==> config.mk <==
export PLATFORM = sky130hd
export DESIGN_NAME = calpat_gen
export DESIGN_NICKNAME = d
export VERILOG_FILES = /design/src/rtl/calpat_pkg.sv /design/src/rtl/calpat_regs.sv /design/src/rtl/calpat_seq.sv /design/src/rtl/calpat_lanes.sv /design/src/rtl/calpat_gen.sv
export SDC_FILE = /design/constraint.sdc
export NUM_CORES = 1
export LEC_CHECK = 0
export ABC_AREA = 1
export BUFFER_PORTS_ARGS = -buffer_cell sky130_fd_sc_hd__buf_2
export CAP_MARGIN = 20
export CORE_MARGIN = 2
export CORE_UTILIZATION = 52
export DETAILED_ROUTE_END_ITERATION = 8
export PLACE_DENSITY = 0.8
export SLEW_MARGIN = 20
export SYNTH_ARGS = -nofsm -noshare
export SYNTH_HDL_FRONTEND = slang
export SYNTH_SLANG_ARGS = --single-unit
export TNS_END_PERCENT = 10
==> constraint.sdc <==
create_clock -name clk -period 2 [get_ports clk]
set_input_delay 0 -clock clk [delete_from_list [all_inputs] [get_ports clk]]
set_output_delay 0 -clock clk [all_outputs]
set_load 0.1 [all_outputs]
==> src/rtl/calpat_pkg.sv <==
package calpat_pkg;
    localparam int BYTE_W     = 8;
    localparam int WORD_W     = 32;
    localparam int PAT_W      = 2 * WORD_W;
    localparam int NUM_WORDS  = 4;
    localparam int ADDR_W     = $clog2(NUM_WORDS);
    localparam int BURST_CLKS = PAT_W / 2;
    localparam int BEAT_W     = $clog2(BURST_CLKS);
    localparam int VIC_W      = $clog2(BYTE_W);
    localparam int IDX_W      = $clog2(PAT_W);

    localparam logic [WORD_W-1:0] VIC_LO_RST = 32'hAAAA_0A05;
    localparam logic [WORD_W-1:0] VIC_HI_RST = 32'h6666_9999;
    localparam logic [WORD_W-1:0] AGG_LO_RST = 32'hC3C3_F0F0;
    localparam logic [WORD_W-1:0] AGG_HI_RST = 32'h0F0F_3C3C;

    typedef enum logic [ADDR_W-1:0] {
        W_VIC_LO = 2'd0,
        W_VIC_HI = 2'd1,
        W_AGG_LO = 2'd2,
        W_AGG_HI = 2'd3
    } word_sel_e;

    typedef struct packed {
        logic [PAT_W-1:0] victim;
        logic [PAT_W-1:0] aggressor;
        logic             basic;
    } pat_set_t;

    typedef struct packed {
        logic             active;
        logic [VIC_W-1:0] vic_idx;
        logic [BEAT_W-1:0] beat;
    } seq_pos_t;

    function automatic logic [WORD_W-1:0] word_reset(input int unsigned sel);
        case (sel)
            0:       return VIC_LO_RST;
            1:       return VIC_HI_RST;
            2:       return AGG_LO_RST;
            default: return AGG_HI_RST;
        endcase
    endfunction

    function automatic logic [IDX_W-1:0] rise_bit(input logic [BEAT_W-1:0] beat);
        return IDX_W'(PAT_W - 1) - {beat, 1'b0};
    endfunction
endpackage

==> src/rtl/calpat_regs.sv <==
module calpat_regs
    import calpat_pkg::*;
(
    input  logic              clk,
    input  logic              rst,
    input  logic              wr_en,
    input  logic [ADDR_W-1:0] wr_addr,
    input  logic [WORD_W-1:0] wr_data,
    input  logic              load,
    input  logic              basic_in,
    output pat_set_t          run_set
);
    logic [WORD_W-1:0] prog_q [NUM_WORDS];

    for (genvar g = 0; g < NUM_WORDS; g++) begin : g_word
        always_ff @(posedge clk) begin
            if (rst)
                prog_q[g] <= word_reset(g);
            else if (wr_en && (wr_addr == ADDR_W'(g)))
                prog_q[g] <= wr_data;
        end
    end

    pat_set_t next_set;
    always_comb begin
        next_set.victim    = {prog_q[W_VIC_HI], prog_q[W_VIC_LO]};
        next_set.aggressor = {prog_q[W_AGG_HI], prog_q[W_AGG_LO]};
        next_set.basic     = basic_in;
    end

    always_ff @(posedge clk) begin
        if (rst) begin
            run_set.victim    <= {VIC_HI_RST, VIC_LO_RST};
            run_set.aggressor <= {AGG_HI_RST, AGG_LO_RST};
            run_set.basic     <= 1'b0;
        end else if (load) begin
            run_set <= next_set;
        end
    end
endmodule

==> src/rtl/calpat_seq.sv <==
module calpat_seq
    import calpat_pkg::*;
(
    input  logic     clk,
    input  logic     rst,
    input  logic     start,
    output logic     load,
    output seq_pos_t pos,
    output logic     done
);
    seq_pos_t pos_q;
    logic     done_q;
    logic     burst_end;
    logic     run_end;

    assign load      = start && !pos_q.active;
    assign burst_end = (pos_q.beat == BEAT_W'(BURST_CLKS - 1));
    assign run_end   = pos_q.active && burst_end && (pos_q.vic_idx == VIC_W'(BYTE_W - 1));

    always_ff @(posedge clk) begin
        if (rst) begin
            pos_q  <= '0;
            done_q <= 1'b0;
        end else begin
            done_q <= run_end;
            if (load) begin
                pos_q.active  <= 1'b1;
                pos_q.vic_idx <= '0;
                pos_q.beat    <= '0;
            end else if (pos_q.active) begin
                if (run_end) begin
                    pos_q.active <= 1'b0;
                    pos_q.beat   <= '0;
                    pos_q.vic_idx <= '0;
                end else begin
                    pos_q.beat <= pos_q.beat + BEAT_W'(1);
                    if (burst_end)
                        pos_q.vic_idx <= pos_q.vic_idx + VIC_W'(1);
                end
            end
        end
    end

    assign pos  = pos_q;
    assign done = done_q;
endmodule

==> src/rtl/calpat_lanes.sv <==
module calpat_lanes
    import calpat_pkg::*;
#(
    parameter int LANES = 9
) (
    input  pat_set_t                 run_set,
    input  seq_pos_t                 pos,
    output logic [LANES*BYTE_W-1:0]  dq_rise,
    output logic [LANES*BYTE_W-1:0]  dq_fall
);
    logic [IDX_W-1:0] r_idx;
    logic [IDX_W-1:0] f_idx;
    logic vic_r, vic_f, agg_r, agg_f;

    assign r_idx = rise_bit(pos.beat);
    assign f_idx = r_idx - IDX_W'(1);
    assign vic_r = run_set.victim[r_idx];
    assign vic_f = run_set.victim[f_idx];
    assign agg_r = run_set.aggressor[r_idx];
    assign agg_f = run_set.aggressor[f_idx];

    logic [BYTE_W-1:0] lane_r;
    logic [BYTE_W-1:0] lane_f;

    for (genvar b = 0; b < BYTE_W; b++) begin : g_bit
        logic is_vic;
        assign is_vic = (pos.vic_idx == VIC_W'(b));
        always_comb begin
            if (!pos.active) begin
                lane_r[b] = 1'b0;
                lane_f[b] = 1'b0;
            end else if (run_set.basic) begin
                lane_r[b] = 1'b1;
                lane_f[b] = 1'b0;
            end else begin
                lane_r[b] = is_vic ? vic_r : agg_r;
                lane_f[b] = is_vic ? vic_f : agg_f;
            end
        end
    end

    for (genvar l = 0; l < LANES; l++) begin : g_lane
        assign dq_rise[l*BYTE_W +: BYTE_W] = lane_r;
        assign dq_fall[l*BYTE_W +: BYTE_W] = lane_f;
    end
endmodule

==> src/rtl/calpat_gen.sv <==
module calpat_gen
    import calpat_pkg::*;
#(
    parameter int LANES = 9
) (
    input  logic                     clk,
    input  logic                     rst,
    input  logic                     wr_en,
    input  logic [1:0]               wr_addr,
    input  logic [31:0]              wr_data,
    input  logic                     basic_sel,
    input  logic                     start,
    output logic                     valid,
    output logic                     done,
    output logic [LANES*8-1:0]       dq_rise,
    output logic [LANES*8-1:0]       dq_fall
);
    pat_set_t run_set;
    seq_pos_t pos;
    logic     load;
    logic     basic_live;

    calpat_seq u_seq (
        .clk   (clk),
        .rst   (rst),
        .start (start),
        .load  (load),
        .pos   (pos),
        .done  (done)
    );

    calpat_regs u_regs (
        .clk      (clk),
        .rst      (rst),
        .wr_en    (wr_en),
        .wr_addr  (wr_addr),
        .wr_data  (wr_data),
        .load     (load),
        .basic_in (basic_sel),
        .run_set  (run_set)
    );

    calpat_lanes #(.LANES(LANES)) u_lanes (
        .run_set (run_set),
        .pos     (pos),
        .dq_rise (dq_rise),
        .dq_fall (dq_fall)
    );

    assign valid      = pos.active;
    assign basic_live = run_set.basic;
endmodule

# Word-level counts from Yosys, hierarchy flattened
# Memory sizes are Yosys's and may differ from the RTL's. A register that Yosys moved wholly into a read port is not among the register bits.
# Index checks and enable logic that the tools add are counted.
[totals] register_bits=11 n_memories=1 mem_bits_rw=128 output_inout_bits=146
[memory_table] name="u_regs.prog_q" depth=4 word_bits=32 read_ports=4 rd_ports_with_merged_regs=4 write_ports=4 line_no="calpat_regs.sv:13" source="logic [WORD_W-1:0] prog_q [NUM_WORDS];"
[op_classes] n_lt_le_gt_ge=2 add_sub_neg=4 reduce_logical=13 muxes=79 bitwise_logic=4 n_eq_ne=11
[op_table] operator="2-to-1 mux 32 bit" count=4
[op_table] operator="2-to-1 mux 1 bit" count=67
[op_table] operator="binary-select mux 1 bit (select 6 bit)" count=4
[op_table] operator="2-to-1 mux 9 bit" count=2
[op_table] operator="less-than comparator 6 x 7 -> 1 bit (second input constant)" count=2
[op_table] operator="equality test 3 bit (second input constant)" count=4
[op_table] operator="2-to-1 mux 8 bit" count=1
[op_table] operator="logical AND 1 bit" count=7
[op_table] operator="equality test 3 x 2 -> 1 bit (second input constant)" count=2
[op_table] operator="subtractor 6 x 1 -> 6 bit (second input constant)" count=1
[op_table] operator="subtractor 6 bit (first input constant)" count=1
[op_table] operator="adder 5 x 1 -> 5 bit (second input constant)" count=1
[op_table] operator="equality test 5 bit (second input constant)" count=1
[op_table] operator="equality test 2 bit (second input constant)" count=2
[op_table] operator="OR 1 bit" count=4
[op_table] operator="adder 3 x 1 -> 3 bit (second input constant)" count=1
[op_table] operator="equality test 3 x 1 -> 1 bit (second input constant)" count=1
[op_table] operator="logical NOT 3 bit" count=1
[op_table] operator="2-to-1 mux 3 bit" count=1
[op_table] operator="equality test 2 x 1 -> 1 bit (second input constant)" count=1
[op_table] operator="logical NOT 2 bit" count=1
[op_table] operator="AND reduction 2 bit" count=1
[op_table] operator="nonzero test 2 bit" count=1
[op_table] operator="OR reduction 2 bit" count=1
[op_table] operator="logical NOT 1 bit" count=1

# Depth between registers and ports, before layout
[logic_depth] ltp_word=7 depth_mapped=14 depth_no_buf=11

# Modules after synthesis
# From an unflattened synthesis, not the netlist that was laid out.
[unflattened] cells_unflattened=1453 area_unflattened_um2=12285.5
[modules_own_cells] module="calpat_regs" cells_each=881 n_inst=1 area_per_inst_um2=9140.0
[modules_own_cells] module="calpat_lanes" cells_each=514 n_inst=1 area_per_inst_um2=2696.3
[modules_own_cells] module="calpat_seq" cells_each=58 n_inst=1 area_per_inst_um2=449.2

# Least setup slack after synthesis
# OpenSTA, ideal clock, no wires.
[synth_timing] path_type="register -> output" start="register u_seq.pos_q, in the netlist u_seq.pos[8]" end="output port dq_fall[10]" setup_slack_ns=-1.717 arrival_ns=3.717 stages_incl_launch_ff=7 n_path_buf=2 path_cell_list="dfxtp_1 buf_2 inv_2 nor2_1 o21ai_1 nor2_1 buf_4"
[synth_between] elab_chain_cells=1
[synth_lines] element="start, declared" line_no="calpat_seq.sv:11" source="seq_pos_t pos_q;"
[synth_lines] element="2-to-1 mux 1 bit" line_no="calpat_lanes.sv:29" source="if (!pos.active) begin"
[synth_lines] element="end, declared" line_no="calpat_gen.sv:16" source="output logic [LANES*8-1:0] dq_fall"
# Every way passes these cells.

# Final worst setup path
[layout_timing] start="register u_seq.pos_q, in the netlist u_seq.pos[0]" end="output port dq_rise[28]"
[layout_between] elab_chain_cells=6
[layout_lines] element="subtractor 6 bit (*)" line_no="calpat_pkg.sv:46" source="return IDX_W'(PAT_W - 1) - {beat, 1'b0};"
[layout_lines] element="binary-select mux 1 bit (select 6 bit), on equally long branches" line_no="calpat_lanes.sv:19, calpat_lanes.sv:17"
[layout_lines] element="2-to-1 mux 1 bit, on equally long branches" line_no="calpat_lanes.sv:19, calpat_lanes.sv:17"
[layout_lines] element="2-to-1 mux 1 bit (*)" line_no="calpat_lanes.sv:36" source="lane_r[b] = is_vic ? vic_r : agg_r;"
[layout_lines] element="2-to-1 mux 1 bit (*)" line_no="calpat_lanes.sv:32" source="end else if (run_set.basic) begin"
[layout_lines] element="2-to-1 mux 1 bit (*)" line_no="calpat_lanes.sv:29"
[layout_lines] element="end, declared" line_no="calpat_gen.sv:15" source="output logic [LANES*8-1:0] dq_rise,"
# Every way passes the cells marked *; elsewhere a longest branch is shown, timed or not. The select of a mux whose other input is x is not followed.

==> results.md <==
* Post-synthesis compound-gate area fraction at under 10%
* Post-layout min period at between 2000 and 3000 ps
* # fillers at between 1000 and 1500
* Final period util at 137.0%
* Internal Pwr Total at 0.01014 W
* Total Routed Length at between 30 and 40 mm
* I/O Pins at approximately 190
* Ranking of synthesized cells by area: edfxtp_1 32%, dfxtp_1 23%, nand2_1 12%
* Fraction of the mapped netlist area in simple logic gates at 26.98%
* Post-route DRC at 0
* Per-cell routed wire length at between 15 and 20 um
* Syn Area/Cell at about 8.4 um^2
* Gate power share at 26.4%
* Pre-antenna DRT Iters at 7
* Hpwl dp at between 20 and 25 mm
* Clock Skews at 12.11 ps
* Final setup fails at 145
* Power per cell area at 878.5 nW/um^2
* First-pass GRT wire length at between 50 and 60 mm
* Setup TNS at -94100 ps
* Total area of sequential cells at between 6000 and 7000 um^2
* Sw Pwr at about 0.0049 W
* Setup ws final at -739.7 ps
* Vias in the first global route at slightly above 10000
* Final Hold Viols at 0
* Initial antenna violation count at 0
* Area grow syn2layout at 41.04%
* Vias at ~11000
* Max cap viols at 0
* Initial Util at 53.19%
* Post-synthesis adder-cell area fraction at 0.8261%
* Die Y at ~160 um
* Num CTS Buffers at 25
* Cell with the most instances after synthesis: nand2_1
* CP startpoint kind: flop
* Total power at about 0.015 W
* DRT antenna net count at 0
* Synth warn at 0
* Synthesized flop and latch total at 267
* P_leak at between 7 and 8 nW
* Row cnt at between 50 and 60
* CTS sink count at 267
* Fin. max-slew vios at 0
* Placement Setup Slack at -228.9 ps
* 1st-iter DRT viols at between 1500 and 2000
* Critical Path AT at 2740 ps
* CTS root buffer: clkbuf_16
* Sequential power share at a little over two fifths
* Post-synth EDFFs at roughly 130
* N_diodes at 0
* Die area at about 25000 um^2
* Cell taking the most area after synthesis: edfxtp_1
* Max FO, Critical Path at 8
* XOR/XNOR Fraction of Synth Area at less than 1%
* Layout Nets at around 1600
* Mapped cell area at approximately 12000 um^2
* IO buf count at 184
* Syn Nets at ~1500
* Largest family of logic cells by synthesized area: simple AND/OR/NAND/NOR gates
* CTS tree: yes
* Via/cell ratio at ~5.6
* Failing checks: negative setup slack
* Post-synth top area share at between 30% and 40%
* Count of cell types in the netlist at 24
* Measured slew at the worst slew-check pin at between 600 and 700 ps
* Largest net degree at the start of global routing at 130
* Synth async-reset ratio at 0%
* Post-layout util at between 70 and 80%
* Most frequent cells after synthesis: 377 x nand2_1, 227 x nor2_1, 181 x nand3_1
* Htree depth at 1
* RSZ-0062 raised after global routing: yes
* Area of the multi-input gates at 4388 um^2
* Multiplexer area fraction after synthesis at 0%
* Sw Share at around a third
* Die width at 156.6 um
* Register area share after synthesis at between 50% and 60%
* Clock power share at between 30 and 40%
* Clock Path Buffers at 3
* Main flop type after synthesis: dfxtp_1
* GRT Util Overall at between 20% and 30%
* Clk_lat worst skew at roughly 530 ps
* Layout cells sized above 1 at between 20% and 30%
* Required time of the worst setup path at 2000 ps
* Crit Path Category: flop to output pin
* Worst-path clk slew at around 70 ps
* Hold/Removal Path Class: primary input to flop
* Cells after Synth at 1443
* Max frequency at approximately 370 MHz
* Core area at approximately 23000 um^2
* Crit. End Element: output pin
* VDD IR max at 734.1 uV
* Status: finished with violations
* Relative slew margins at between 50% and 60%
* Final Wtd Congestion at approximately 0.85
* Total congestion overflow at 0
[cell type report]
type	instances	area share, %
Clock inverter	9	0.5784
Timing Repair Buffer	299	26.79
Clock buffer	37	4.042
Inverter	71	1.794
Tap cell	313	2.292
Sequential cell	267	38.83
Multi-Input combinational cell	899	25.68
[sequential cells by signal, indices dropped and copies added (netlist names)]
signal and count:
u_regs.prog_q 128, u_regs.run_set 129, u_seq.done 1, u_seq.pos 9
[repair_timing]
item	CTS	global route
resized for setup	171	133
setup buffers	19	3
pin swaps	9	52
setup endpoints to repair	144	152
hold buffers	35	0
cloned	3	6
endpoints found under the hold margin	139	0
[power by group through the flow]
stage,Clock (W),Sequential (W),Combinational [W]
after floorplan,0,0.00640,0.00254
after global placement,0,0.00644,0.00328
after detailed placement,0,0.00646,0.00333
after CTS,0.00467,0.00635,0.00371
after global routing,0.00490,0.00640,0.00413
final,0.00467,0.00638,0.00397
[path summary, 6_finish.rpt]
path                            start                  end  slack [ps]  cells after the start
hold / removal             wr_addr[1]  u_regs.prog_q[1][8]          30                      5
setup / recovery         u_seq.pos[0]          dq_rise[28]        -740                     15
hold reg to reg   u_regs.prog_q[2][7]    u_regs.run_set[8]         440                      2
setup reg to reg         u_seq.pos[0]         u_seq.pos[2]         -10                     12
[layout by cell type (no fill, tap or decap), types with 31 or more instances in the layout]
cell	count
dfxtp_1	136
clkbuf_16	31
edfxtp_1	128
nand3_2	45
nand3_1	135
inv_1	53
buf_12	129
o21ai_0	71
dlygate4sd3_1	35
nor2_1	212
nand2_1	331
buf_2	40
buf_8	33
nand2_2	45
[worst max-delay path, stage by stage (launching register included)]
cell and delay [ps]:
dfxtp_4 400, buf_8 150, buf_12 120, clkbuf_16 140
nand2_1 60, nand3_1 90, nand3_2 90, nand2_2 80
nand2_2 90, nand3_4 140, nand3_1 130, nand3_1 100
nand2_2 120, clkinvlp_4 150, buf_6 180, buf_12 160
[metrics by stage]
stage	area [um^2]	instances	hold slack, ps
2_1_floorplan	12300	1443	192.4
3_3_place_gp	14320	1785	307.6
3_5_place_dp	14320	1785	312.6
4_1_cts	16410	1888	21.46
5_1_grt	17090	1895	58.35
6_report	17090	1895	30.19
[kinds of logic (layout without fill, tap and decap cells)]
group	after synthesis	after routing
simple gates	799	799
fa+ha+maj	8	8
compound gates	91	91
buf+inv	277	416
flops	267	267
xor+xnor	1	1
[metal layers]
layer | track usage, % | routed length (um) | vias to the layer above | share of wire, %
met5 | 0 | 0 | - | 0
met1 | 32.59 | 12830 | 4953 | 34
met2 | 48.92 | 18710 | 798 | 50
met4 | 12.89 | 1935 | 0 | 5.2
met3 | 6.148 | 3896 | 166 | 10
li1 | - | - | 4767 | -
Note: power is estimated with default switching activity, not from simulation.
